**config.mk**
```make
export PLATFORM = sky130hd
export DESIGN_NAME = flash_bank_if
export DESIGN_NICKNAME = d
export VERILOG_FILES = /design/src/rtl/fbi_pkg.sv /design/src/rtl/fbi_regs.sv /design/src/rtl/fbi_decode.sv /design/src/rtl/fbi_strobe.sv /design/src/rtl/flash_bank_if.sv
export SDC_FILE = /design/constraint.sdc
export NUM_CORES = 1
export LEC_CHECK = 0
export BUFFER_PORTS_ARGS = -buffer_cell sky130_fd_sc_hd__buf_4
export CAP_MARGIN = 20
export CORE_UTILIZATION = 30
export CTS_BUF_LIST = sky130_fd_sc_hd__clkbuf_4
export DETAILED_ROUTE_END_ITERATION = 16
export GPL_TIMING_DRIVEN = 0
export HOLD_SLACK_MARGIN = 0.03
export PLACE_DENSITY = 0.59
export SLEW_MARGIN = 25
export SYNTH_ARGS = -nofsm -noshare
export SYNTH_HDL_FRONTEND = slang
export SYNTH_SLANG_ARGS = --single-unit
```
**constraint.sdc**
```tcl
create_clock -name clk -period 2.35 [get_ports clk]
set_input_delay 0.235 -clock clk [delete_from_list [all_inputs] [get_ports clk]]
set_output_delay 0.235 -clock clk [all_outputs]
set_load 0.1 [all_outputs]
```
**src/rtl/fbi_pkg.sv**
```systemverilog
package fbi_pkg;

   // Control register layout; bit 6 is the read-only ready slot.
   typedef struct packed {
      logic pd0_off;   // 7: keep bank 0 powered
      logic rdy;       // 6: ready slot, never stored
      logic true_pol;  // 5: 1 = data not inverted
      logic seq_bank;  // 4: bank in sequential mode
      logic pd1_off;   // 3: keep bank 1 powered
      logic ce_en;     // 2: chip-enable gate in sequential mode
      logic seq_mode;  // 1: sequential mode
      logic wide_we;   // 0: two-clock write strobe
   } ctl_t;

   localparam logic [7:0] CTL_RESET = 8'h8A;

   localparam logic [1:0] SEL_RD  = 2'd0;
   localparam logic [1:0] SEL_WR  = 2'd1;
   localparam logic [1:0] SEL_CTL = 2'd2;

   // Interleaved chip mapping: low two select bits step by two, top bit adds one.
   function automatic logic [2:0] ce_index(input logic [2:0] sel);
      return {sel[1:0], sel[2]};
   endfunction

endpackage

```
**src/rtl/fbi_regs.sv**
```systemverilog
module fbi_regs
   import fbi_pkg::*;
#(
   parameter int PAGE_W      = 10,
   parameter int SYNC_STAGES = 2
) (
   input  logic              clk,
   input  logic              rst_n,
   input  logic              cfg_we,
   input  logic [1:0]        cfg_addr,
   input  logic [PAGE_W-1:0] cfg_wdata,
   input  logic              fl_rdy,
   output logic [PAGE_W-1:0] rd_page,
   output logic [PAGE_W-1:0] wr_page,
   output ctl_t              ctl,
   output logic [PAGE_W-1:0] cfg_rdata
);

   if (PAGE_W < 10) begin : g_bad_page
      $error("PAGE_W must cover latch bits 9:0");
   end
   if (SYNC_STAGES < 0 || SYNC_STAGES > 4) begin : g_bad_sync
      $error("SYNC_STAGES must be 0 to 4");
   end

   ctl_t              ctl_q;
   logic [PAGE_W-1:0] rd_q, wr_q;
   logic              rdy_s;

   always_ff @(posedge clk or negedge rst_n) begin
      if (!rst_n) begin
         rd_q  <= '0;
         wr_q  <= '0;
         ctl_q <= ctl_t'(CTL_RESET);
      end else if (cfg_we) begin
         case (cfg_addr)
            SEL_RD:  rd_q <= cfg_wdata;
            SEL_WR:  wr_q <= cfg_wdata;
            SEL_CTL: begin
               ctl_q     <= ctl_t'(cfg_wdata[7:0]);
               ctl_q.rdy <= 1'b0;
            end
            default: ;
         endcase
      end
   end

   if (SYNC_STAGES == 0) begin : g_nosync
      assign rdy_s = fl_rdy;
   end else begin : g_sync
      logic [SYNC_STAGES-1:0] st;
      for (genvar i = 0; i < SYNC_STAGES; i++) begin : g_stage
         always_ff @(posedge clk or negedge rst_n) begin
            if (!rst_n)      st[i] <= 1'b0;
            else if (i == 0) st[i] <= fl_rdy;
            else             st[i] <= st[(i == 0) ? 0 : i-1];
         end
      end
      assign rdy_s = st[SYNC_STAGES-1];
   end

   always_comb begin
      cfg_rdata = '0;
      case (cfg_addr)
         SEL_RD:  cfg_rdata = rd_q;
         SEL_WR:  cfg_rdata = wr_q;
         SEL_CTL: cfg_rdata[7:0] = {ctl_q.pd0_off, rdy_s, ctl_q[5:0]};
         default: cfg_rdata = '0;
      endcase
   end

   assign rd_page = rd_q;
   assign wr_page = wr_q;
   assign ctl     = ctl_q;

   // a control write never stores the ready slot
   p_rdy_slot_r9: assert property (@(posedge clk) disable iff (!rst_n)
      (cfg_we && cfg_addr == SEL_CTL && cfg_wdata[6]) |=> (ctl_q.rdy == 1'b0));

   // a latch write lands on the next edge
   p_latch_load_r1: assert property (@(posedge clk) disable iff (!rst_n)
      (cfg_we && cfg_addr == SEL_RD) |=> (rd_page == $past(cfg_wdata)));

endmodule

```
**src/rtl/fbi_decode.sv**
```systemverilog
module fbi_decode
   import fbi_pkg::*;
#(
   parameter int PAGE_W = 10,
   parameter int NUM_CE = 8
) (
   input  logic              req,
   input  logic [PAGE_W-1:0] page,
   input  logic              seq_mode,
   input  logic              ce_en,
   input  logic              seq_bank,
   output logic [NUM_CE-1:0] ce_n_nx,
   output logic              bank
);

   if (NUM_CE != 8) begin : g_bad_ce
      $error("NUM_CE must be 8 for the three-bit interleaved select");
   end

   localparam int SEL_LSB = 5;

   logic [2:0] sel;
   assign sel = page[SEL_LSB+2:SEL_LSB];

   always_comb begin
      ce_n_nx = '1;
      if (req && (!seq_mode || ce_en))
         ce_n_nx[ce_index(sel)] = 1'b0;
   end

   assign bank = seq_mode ? seq_bank : page[8];

endmodule

```
**src/rtl/fbi_strobe.sv**
```systemverilog
module fbi_strobe #(
   parameter int NUM_CE = 8
) (
   input  logic              clk,
   input  logic              rst_n,
   input  logic              rd_req,
   input  logic              wr_req,
   input  logic              bank,
   input  logic              wide_we,
   input  logic [1:0]        pd_n,
   input  logic [NUM_CE-1:0] ce_n_nx,
   output logic [NUM_CE-1:0] ce_n,
   output logic [1:0]        oe_n,
   output logic [1:0]        we_n
);

   localparam int AGE_W   = 2;
   localparam logic [AGE_W-1:0] AGE_MAX = '1;

   logic [AGE_W-1:0] age;
   logic             we_on;

   assign we_on = wr_req && pd_n[bank] &&
                  (age == 2'd1 || (wide_we && age == 2'd2));

   always_ff @(posedge clk or negedge rst_n) begin
      if (!rst_n) begin
         age  <= '0;
         ce_n <= '1;
         oe_n <= '1;
         we_n <= '1;
      end else begin
         if (rd_req || wr_req) age <= (age == AGE_MAX) ? AGE_MAX : age + 1'b1;
         else                  age <= '0;
         ce_n <= ce_n_nx;
         oe_n <= '1;
         we_n <= '1;
         if (rd_req && age != '0) oe_n[bank] <= 1'b0;
         if (we_on)               we_n[bank] <= 1'b0;
      end
   end

   // at most one chip enable active
   p_ce_onehot_r2: assert property (@(posedge clk) disable iff (!rst_n)
      $onehot0(~ce_n));

   // at most one strobe of either kind on either bank
   p_one_strobe_r3: assert property (@(posedge clk) disable iff (!rst_n)
      $onehot0({~oe_n, ~we_n}));

   // write strobe never lasts three clocks
   p_we_max_r5: assert property (@(posedge clk) disable iff (!rst_n)
      ((we_n != 2'b11) && $past(we_n != 2'b11)) |-> !$past(we_n != 2'b11, 2));

   // a powered-down bank gets no write strobe
   p_pd_blocks_r10: assert property (@(posedge clk) disable iff (!rst_n)
      (we_n[0] == 1'b0) |-> $past(pd_n[0]));

endmodule

```
**src/rtl/flash_bank_if.sv**
```systemverilog
module flash_bank_if
   import fbi_pkg::*;
#(
   parameter int ADDR_W      = 16,
   parameter int DATA_W      = 16,
   parameter int PAGE_W      = 10,
   parameter int NUM_CE      = 8,
   parameter int SYNC_STAGES = 2
) (
   input  logic              clk,
   input  logic              rst_n,
   input  logic [ADDR_W-1:0] cpu_addr,
   input  logic              cpu_rd,
   input  logic              cpu_wr,
   input  logic              cpu_prog,
   input  logic [DATA_W-1:0] cpu_wdata,
   output logic [DATA_W-1:0] cpu_rdata,
   input  logic              cfg_we,
   input  logic [1:0]        cfg_addr,
   input  logic [PAGE_W-1:0] cfg_wdata,
   output logic [PAGE_W-1:0] cfg_rdata,
   output logic [NUM_CE-1:0] fl_ce_n,
   output logic [1:0]        fl_oe_n,
   output logic [1:0]        fl_we_n,
   output logic [PAGE_W-1:0] fl_fa,
   output logic              fl_cle,
   output logic              fl_ale,
   output logic [1:0]        fl_pd_n,
   input  logic              fl_rdy,
   output logic [DATA_W-1:0] fl_dq_out,
   input  logic [DATA_W-1:0] fl_dq_in
);

   localparam int WIN_BIT = ADDR_W - 1;

   logic [PAGE_W-1:0] rd_page, wr_page, page;
   ctl_t              ctl;
   logic              req, rd_req, wr_req, use_wr, bank;
   logic [NUM_CE-1:0] ce_n_nx;
   logic [DATA_W-1:0] pol_mask;

   fbi_regs #(.PAGE_W(PAGE_W), .SYNC_STAGES(SYNC_STAGES)) u_regs (
      .clk, .rst_n, .cfg_we, .cfg_addr, .cfg_wdata, .fl_rdy,
      .rd_page, .wr_page, .ctl, .cfg_rdata
   );

   assign req    = cpu_addr[WIN_BIT] && (cpu_rd || cpu_wr);
   assign wr_req = req && cpu_wr;
   assign rd_req = req && cpu_rd && !cpu_wr;
   assign use_wr = !ctl.seq_mode && (cpu_wr || (cpu_rd && cpu_prog));
   assign page   = use_wr ? wr_page : rd_page;

   fbi_decode #(.PAGE_W(PAGE_W), .NUM_CE(NUM_CE)) u_dec (
      .req, .page, .seq_mode(ctl.seq_mode), .ce_en(ctl.ce_en),
      .seq_bank(ctl.seq_bank), .ce_n_nx, .bank
   );

   assign fl_pd_n = {ctl.pd1_off, ctl.pd0_off};

   fbi_strobe #(.NUM_CE(NUM_CE)) u_stb (
      .clk, .rst_n, .rd_req, .wr_req, .bank, .wide_we(ctl.wide_we),
      .pd_n(fl_pd_n), .ce_n_nx, .ce_n(fl_ce_n), .oe_n(fl_oe_n), .we_n(fl_we_n)
   );

   always_ff @(posedge clk or negedge rst_n) begin
      if (!rst_n) begin
         fl_fa  <= '0;
         fl_cle <= 1'b0;
         fl_ale <= 1'b0;
      end else begin
         fl_fa  <= (req && !ctl.seq_mode) ? page : '0;
         fl_cle <= ctl.seq_mode && rd_page[4];
         fl_ale <= ctl.seq_mode && rd_page[3];
      end
   end

   assign pol_mask  = {DATA_W{!ctl.true_pol}};
   assign fl_dq_out = cpu_wdata ^ pol_mask;
   assign cpu_rdata = fl_dq_in ^ pol_mask;

   // an idle or out-of-window cycle leaves every enable and strobe off
   p_outside_quiet_r6: assert property (@(posedge clk) disable iff (!rst_n)
      $past(!req) |-> (fl_ce_n == '1 && fl_oe_n == 2'b11 && fl_we_n == 2'b11));

   // in random mode a strobe is preceded by an active chip enable
   p_ce_leads_r4: assert property (@(posedge clk) disable iff (!rst_n)
      (!ctl.seq_mode && $past(!ctl.seq_mode) && (fl_oe_n != 2'b11 || fl_we_n != 2'b11))
      |-> $past(fl_ce_n != '1));

   // latch pins stay low outside sequential mode
   p_cle_random_r7: assert property (@(posedge clk) disable iff (!rst_n)
      $past(!ctl.seq_mode) |-> (!fl_cle && !fl_ale));

endmodule

```
==> results of run 1 <==
==> state kept, by name, summed over array words and instances, names as in the netlist, 2 cells and up <==
name and flops:
u_stb.we_n 2, u_stb.ce_n 8, fl_fa 10, u_stb.oe_n 2
u_regs.rd_page 10, u_regs.wr_page 10, u_regs.ctl 7, u_stb.age 2
==> worst paths after layout <==
check | endpoint | slack, ns | cells after the start
max | cfg_rdata[5] | 0.23 | 5
min | u_regs.wr_page[9] | 0.07 | 2
max reg2reg | fl_fa[1] | 0.37 | 5
min reg2reg | u_regs.rdy_s | 0.37 | 0
max in group asynchronous | u_regs.ctl[5] | 1.47 | 2
min in group asynchronous | u_regs.ctl[0] | 0.43 | 2
==> metrics by stage <==
stage	hold slack (ns)	power (W)	util (%)
floorplan	-0.0606	0.00315	-
global placement	0.321	0.00364	42.8
detailed placement	0.334	0.00366	42.8
CTS	0.0597	0.00422	43.9
global route	0.0421	0.00434	43.9
finish	0.0668	0.00419	43.9
==> area by class of cell <==
type | instances | area [µm²] | share of cell area [%]
sequential | 55 | 1400 | 36.6
multi-input combinational | 153 | 1200 | 31.4
timing repair buffer | 121 | 913 | 24.0
tap | 108 | 135 | 3.54
buffer | 14 | 80.1 | 2.10
clock buffer | 7 | 52.6 | 1.38
clock inverter | 1 | 30.0 | 0.788
inverter | 2 | 7.51 | 0.197
==> worst reg2reg max path: cells and delay by family, from the launching register on <==
kind            cells  cell delay (ns)
compound gates      1             0.12
buf+inv             3             1.02
flops               1             0.59
simple gates        1             0.12
==> cell usage in the layout (no fill, tap or decap), types with 3 or more instances in the layout <==
| master | netlist | layout |
|---|---|---|
| sky130_fd_sc_hd__nand3_1 | 6 | 6 |
| sky130_fd_sc_hd__nor2_1 | 8 | 8 |
| sky130_fd_sc_hd__mux2i_1 | 11 | 11 |
| sky130_fd_sc_hd__dfstp_2 | 15 | 15 |
| sky130_fd_sc_hd__xnor2_1 | 32 | 32 |
| sky130_fd_sc_hd__dfrtp_1 | 40 | 40 |
| sky130_fd_sc_hd__nand2_1 | 12 | 12 |
| sky130_fd_sc_hd__o21ai_1 | 0 | 8 |
| sky130_fd_sc_hd__buf_2 | 8 | 7 |
| sky130_fd_sc_hd__a21oi_1 | 8 | 8 |
| sky130_fd_sc_hd__nand4bb_1 | 3 | 3 |
| sky130_fd_sc_hd__nand3b_1 | 3 | 3 |
| sky130_fd_sc_hd__nand4b_1 | 3 | 3 |
| sky130_fd_sc_hd__mux2_2 | 28 | 28 |
| sky130_fd_sc_hd__o21ai_0 | 15 | 7 |
| sky130_fd_sc_hd__buf_4 | 2 | 121 |
| sky130_fd_sc_hd__clkbuf_4 | 0 | 8 |
| sky130_fd_sc_hd__clkbuf_1 | 4 | 3 |
| sky130_fd_sc_hd__nor2b_1 | 4 | 4 |
| sky130_fd_sc_hd__nand2b_1 | 4 | 4 |
==> synthesized netlist by cell type, drive strengths merged <==
| cell | count | share of area [%] |
|---|---|---|
| dfrtp | 40 | 37 |
| xnor2 | 32 | 10 |
| mux2 | 28 | 12 |
| dfstp | 15 | 15 |
| o21ai | 15 | 2.8 |
| nand2 | 12 | 1.7 |
| buf | 11 | 2.5 |
| mux2i | 11 | 4.1 |
| a21oi | 9 | 1.8 |
| nor2 | 8 | 1.1 |
| nand3 | 6 | 1.1 |
| clkbuf | 4 | 0.56 |
| nand2b | 4 | 0.93 |
| nor2b | 4 | 0.93 |
| a32oi | 3 | 1.5 |
| nand3b | 3 | 0.84 |
| nand4b | 3 | 0.98 |
| nand4bb | 3 | 1.3 |
| and2 | 2 | 0.47 |
| inv | 2 | 0.28 |
| o2111ai | 2 | 0.65 |
| o211ai | 2 | 0.56 |
| a21o | 1 | 0.33 |
| and2b | 1 | 0.28 |
| nand4 | 1 | 0.23 |
| nor3 | 1 | 0.19 |
| nor3b | 1 | 0.28 |
| or4b | 1 | 0.37 |
==> logic make-up after synthesis <==
kind of cell	share of synthesized area [%]
simple gates	10.7
mux	15.9
buf+inv	3.31
compound gates	7.70
xor+xnor	10.4
flops	52.0
==> power breakdown <==
group          internal (W)  leakage (nW)  total, W  switching [W]
registers           0.00109         0.653   0.00117      0.0000860
clock network      0.000249        0.0463  0.000554       0.000304
logic              0.000570          1.02   0.00246        0.00189
==> timing repair <==
item	in CTS	in global routing
hold endpoints to repair	41	0
setup endpoints to repair	1	1
hold buffers	2	0
resized for setup	0	1
==> layer usage <==
metal / up-vias / GRT usage [%] / routed length (µm)
li1: 1030 / - / -
met5: - / 0 / 0
met2: 65 / 26.5 / 3560
met4: 0 / 4.04 / 95
met3: 8 / 3.29 / 389
met1: 1035 / 19.8 / 3080
==> summary.txt, run 1 <==
OUTCOME
----------------------------------------------------------------------------
Status ........................................................    completed

POWER
----------------------------------------------------------------------------
Total power divided by cell area ..............................  1100 nW/µm²
Leak pwr ......................................................      1.72 nW
Max rail drop VDD .............................................     0.421 mV

DRT
----------------------------------------------------------------------------
Vias per inst .................................................         4.64
Antenna viol nets, final ......................................            0
DR DRC count ..................................................            0
Post-DR wirelength/cell .......................................      15.5 µm
Routed via count ..............................................         2138
Post-Route WL .................................................      7130 µm
First-iteration detailed-routing DRC count ....................           60
Number of iterations in the first detailed-routing pass .......            4

SETUP PATH
----------------------------------------------------------------------------
Sum of buffers and inverters on the critical path .............            3
Launching point of the worst reg2reg path ..................... u_regs.ctl[1]
Delay contributed by the slowest stage of the critical path ...      0.35 ns
Cell class contributing the biggest share of worst-path delay . buffers and inverters
CP endpoint kind .............................................. primary output
Crit path launch type .........................................         flop
Launching element of the worst setup path ..................... u_regs.ctl[5]
Arrival time reported for the critical path endpoint ..........      1.88 ns
CP cell instances ............................................. clkbuf_1 > clkbuf_4 > nand2_1 > o21ai_1 > buf_4
Worst-path cell with the longest stage delay .................. sky130_fd_sc_hd__dfrtp_1
Largest fanout on the critical path ...........................           10
Crit path kind ................................................ flop to primary output
Data required time at the worst endpoint ......................      2.12 ns

CLOCK TREE
----------------------------------------------------------------------------
Max Buffers Root-to-Sink ......................................            2
H-Tree Level Count ............................................            2
TritonCTS clock tree ..........................................          yes
CTS buffer count ..............................................            5
# clock sinks .................................................           55
Buffers inserted by post-CTS timing repair ....................            0
Clock-pin slew on the worst setup and hold paths ..............      0.16 ns
Clock root cell ............................................... sky130_fd_sc_hd__clkbuf_4
Worst-skew pair later-pin latency .............................      0.39 ns

SYNTH
----------------------------------------------------------------------------
Total nets after synthesis ....................................          292
Syn. warnings .................................................            0
Synth Cell Area ...............................................     2680 µm²
Seq cells post-synth ..........................................           55
Sequential share of the synthesized area ......................        52.0%
Avg Cell Area, Syn ............................................     11.9 µm²
Number of distinct library cells after synthesis ..............           32
Synthesized netlist cell count ................................          225

FLOORPLANNING
----------------------------------------------------------------------------
Y dimension of the die ........................................      96.6 µm
Std-Cell Core Area ............................................     8680 µm²
Die outline area ..............................................     9320 µm²
Horiz. Die Dim ................................................      96.6 µm
Initial cell density of the core ..............................        30.9%
Number of top-level design ports ..............................          135
Row cnt .......................................................           34

PLACE
----------------------------------------------------------------------------
Instance area at placement ....................................     3710 µm²
Cell total after placement ....................................          452
Worst Setup Slack post-DPL ....................................     0.425 ns
RD Place Congestion ...........................................        0.737
Sum of net half-perimeters after detailed placement ...........      5210 µm
# port buffers ................................................          119

RUN
----------------------------------------------------------------------------
Maxcap violations .............................................            0

TIMING
----------------------------------------------------------------------------
Final Skew ....................................................    0.0167 ns
Shortest clock period the worst path allows after layout ......      2.12 ns
Normalized max-slew margin ....................................        53.1%
F_max .........................................................    0.472 GHz
Final Setup Violations ........................................            0
Setup total negative slack ....................................         0 ns
Final worst path period share .................................        90.2%
Final Hold Violating Endpoints ................................            0
Setup repair after global routing missed its margin ...........           no
Worst Setup Slack, final ......................................     0.230 ns
Pin slew with the least headroom to its limit .................     0.703 ns
Max-slew violation count ......................................            0

HOLD PATH
----------------------------------------------------------------------------
Startpoint of the most critical hold path ..................... cfg_wdata[9]
Worst hold path class ......................................... input port to flop

FINISH
----------------------------------------------------------------------------
Share of post-route cells with drive strength above 1 .........        52.4%
Layout overhead on the synthesized area .......................        42.1%
Post-route standard cell area excluding fillers ...............     3810 µm²
Fill cell instance count of the final layout ..................          869
N_diodes ......................................................            0
Post-layout nets ..............................................          419
Post-route insts no fill ......................................          461

GLOBAL ROUTE
----------------------------------------------------------------------------
Total global routing track utilization ........................        15.5%
Antenna violations before repair ..............................            0
Gr ovfl total .................................................            0
Largest net degree at the start of global routing .............           56
First-pass GRT wire length ....................................     10700 µm
Via count of the first global-routing pass ....................         2071

No activity file was read; power rests on OpenSTA's default activity.
==> run 2, diff against run 1 <==
==> constraint.sdc (replaced) <==
create_clock -name clk -period 2.35 [get_ports clk]
set_input_delay 0.235 -clock clk [delete_from_list [all_inputs] [get_ports clk]]
set_output_delay 0.235 -clock clk [all_outputs]
set_load 0.005 [all_outputs]
==> run 2 against run 1 <==
- via count up 1.8%
- clock skew decreased by 0.0067 ns
- global-route usage decreased by 0.22 points
- worst setup slack improved by 0.12 ns
- combinational power decreased by 61%
- first-iteration DRC count is 53% higher
- critical path depth unchanged
- routed wire length decreased by 0.88%
- final cell count is the same
- register-to-register slack got worse by 0.02 ns
- sequential power about the same
- design area down 0.72%
- critical path type is now flop to flop
==> summary.txt, run 2 (synthesis results as in run 1) <==
FLOORPLANNING
----------------------------------------------------------------------------
Row cnt .......................................................           34   unchanged
Initial cell density of the core ..............................        30.9%   unchanged
Std-Cell Core Area ............................................     8680 µm²   unchanged
Horiz. Die Dim ................................................      96.6 µm   unchanged
Number of top-level design ports ..............................          135   unchanged
Y dimension of the die ........................................      96.6 µm   unchanged
Die outline area ..............................................     9320 µm²   unchanged

SETUP PATH
----------------------------------------------------------------------------
Cell class contributing the biggest share of worst-path delay . buffers and inverters
Crit path kind ................................................ flop to flop
Arrival time reported for the critical path endpoint ..........      2.25 ns   +0.37 ns
Sum of buffers and inverters on the critical path .............            3   unchanged
Crit path launch type .........................................         flop
CP cell instances ............................................. buf_2 > inv_1 > nand2b_1 > clkbuf_1 > a21oi_1
Largest fanout on the critical path ...........................           19   +9
Data required time at the worst endpoint ......................      2.60 ns   +0.48 ns
Delay contributed by the slowest stage of the critical path ...      0.59 ns   +0.24 ns
CP endpoint kind ..............................................         flop
Worst-path cell with the longest stage delay .................. sky130_fd_sc_hd__dfstp_2

POWER
----------------------------------------------------------------------------
Max rail drop VDD .............................................     0.242 mV   -43%
Leak pwr ......................................................      1.70 nW   -1.2%
Total power divided by cell area ..............................   672 nW/µm²   -39%

HOLD PATH
----------------------------------------------------------------------------
Worst hold path class ......................................... input port to flop

DRT
----------------------------------------------------------------------------
Number of iterations in the first detailed-routing pass .......            4   unchanged
First-iteration detailed-routing DRC count ....................           92   +53%
Vias per inst .................................................         4.72   +1.8%
Routed via count ..............................................         2177   +1.8%
Post-DR wirelength/cell .......................................      15.3 µm   -0.88%
DR DRC count ..................................................            0   unchanged
Antenna viol nets, final ......................................            0   unchanged
Post-Route WL .................................................      7070 µm   -0.88%

OUTCOME
----------------------------------------------------------------------------
Status ........................................................    completed

CLOCK TREE
----------------------------------------------------------------------------
TritonCTS clock tree ..........................................          yes
Max Buffers Root-to-Sink ......................................            2   unchanged
Worst-skew pair later-pin latency .............................      0.38 ns   about the same
CTS buffer count ..............................................            5   unchanged
Clock-pin slew on the worst setup and hold paths ..............      0.16 ns   about the same
# clock sinks .................................................           55   unchanged
H-Tree Level Count ............................................            2   unchanged
Clock root cell ............................................... sky130_fd_sc_hd__clkbuf_4
Buffers inserted by post-CTS timing repair ....................            0   unchanged
Resized Gates After CTS .......................................            0   unchanged

TIMING
----------------------------------------------------------------------------
Setup total negative slack ....................................         0 ns   unchanged
F_max .........................................................    0.500 GHz   +6.0%
Final Hold Violating Endpoints ................................            0   unchanged
Worst hold margin .............................................    0.0923 ns   +0.0256 ns
Normalized max-slew margin ....................................        51.9%   -1.2 points
Final Skew ....................................................   0.00991 ns   -0.00674 ns
Setup repair after global routing missed its margin ...........           no
Final worst path period share .................................        85.1%   -5.1 points
Max-slew violation count ......................................            0   unchanged
Shortest clock period the worst path allows after layout ......      2.00 ns   -0.119 ns
Pin slew with the least headroom to its limit .................     0.722 ns   +0.0187 ns
Final Setup Violations ........................................            0   unchanged

GLOBAL ROUTE
----------------------------------------------------------------------------
Antenna violations before repair ..............................            0   unchanged
Largest net degree at the start of global routing .............           56   unchanged
First-pass GRT wire length ....................................     10600 µm   -0.78%
Gr ovfl total .................................................            0   unchanged
Via count of the first global-routing pass ....................         2097   +1.3%
Total global routing track utilization ........................        15.2%   -0.22 points

FINISH
----------------------------------------------------------------------------
Top library cells by usage in the layout, fill and taps aside . sky130_fd_sc_hd__buf_4 (121), sky130_fd_sc_hd__dfrtp_1 (40), sky130_fd_sc_hd__xnor2_1 (32), sky130_fd_sc_hd__mux2_2 (28)
Most common library cell in the layout ignoring fill and taps . sky130_fd_sc_hd__buf_4
N_diodes ......................................................            0   unchanged
Register area .................................................     1400 µm²   unchanged
Layout overhead on the synthesized area .......................        41.1%
Fill cell instance count of the final layout ..................          843   -3.0%
Share of post-route cells with drive strength above 1 .........        52.4%   unchanged
Post-route standard cell area excluding fillers ...............     3780 µm²   -0.72%
Post-layout nets ..............................................          419   unchanged
Area of the multi-input gates .................................     1200 µm²   unchanged

PLACE
----------------------------------------------------------------------------
# port buffers ................................................          119   unchanged
Instance area at placement ....................................     3710 µm²   unchanged
RD Place Congestion ...........................................        0.727   -1.4%
Sum of net half-perimeters after detailed placement ...........      5170 µm   -0.77%

RUN
----------------------------------------------------------------------------
Maxcap violations .............................................            0   unchanged

-- run 2: worst reg2reg max path, delay by kind of cell (launching register included) --
kind                   cells  cell delay, ns
AOI/OAI and AO/OA          1            0.11
DFF                        1            0.59
and+or+nand+nor            1            0.12
buffers and inverters      3            1.05
-- run 2: power by group --
part | internal, W | total, W | leakage (nW) | switching, W
sequential | 0.00109 | 0.00117 | 0.653 | 0.0000851
combinational | 0.000547 | 0.000950 | 1.02 | 0.000403
clock | 0.000115 | 0.000418 | 0.0272 | 0.000303
-- run 2: cell type report --
type / instances / area share, %
Buffer: 14 / 2.05
Clock buffer: 5 / 0.992
Clock inverter: 3 / 0.529
Inverter: 2 / 0.198
Multi-Input combinational cell: 153 / 31.7
Sequential cell: 55 / 36.9
Tap cell: 108 / 3.57
Timing Repair Buffer: 121 / 24.1
-- run 2: metrics by stage --
stage	std cells	total power (W)	util, %	setup slack, ns
finish	461	0.00254	43.6	0.349
global route	461	0.00273	43.6	0.151
CTS	462	0.00259	43.7	0.131
detailed placement	452	0.00216	42.8	0.496
global placement	452	0.00214	42.8	0.468
floorplan	225	0.00165	-	0.866
-- run 2: path summary, 6_finish.rpt --
kind                                     start                end  slack [ns]  cells past startpoint
max reg2reg                      u_regs.ctl[1]           fl_fa[0]        0.35                      5
min                               cfg_wdata[6]  u_regs.rd_page[6]        0.09                      2
max in group asynchronous                rst_n  u_regs.rd_page[9]        1.44                      2
max                              u_regs.ctl[1]           fl_fa[0]        0.35                      5
min in group asynchronous                rst_n           fl_fa[3]        0.41                      2
min reg2reg                u_regs.g_sync.st[0]       u_regs.rdy_s        0.37                      0
-- run 2: repair_timing --
item | 4_1_cts | 5_1_grt
endpoints found under the setup margin | 0 | 1
hold buffers | 2 | 0
hold endpoints to repair | 41 | 0
-- run 2: per-layer routing --
metal | vias to the layer above | GRT usage [%] | routed length (µm)
met3 | 6 | 2.90 | 598
met2 | 96 | 28.9 | 3650
li1 | 1025 | - | -
met5 | - | 0 | 0
met1 | 1050 | 17.5 | 2760
met4 | 0 | 3.68 | 60
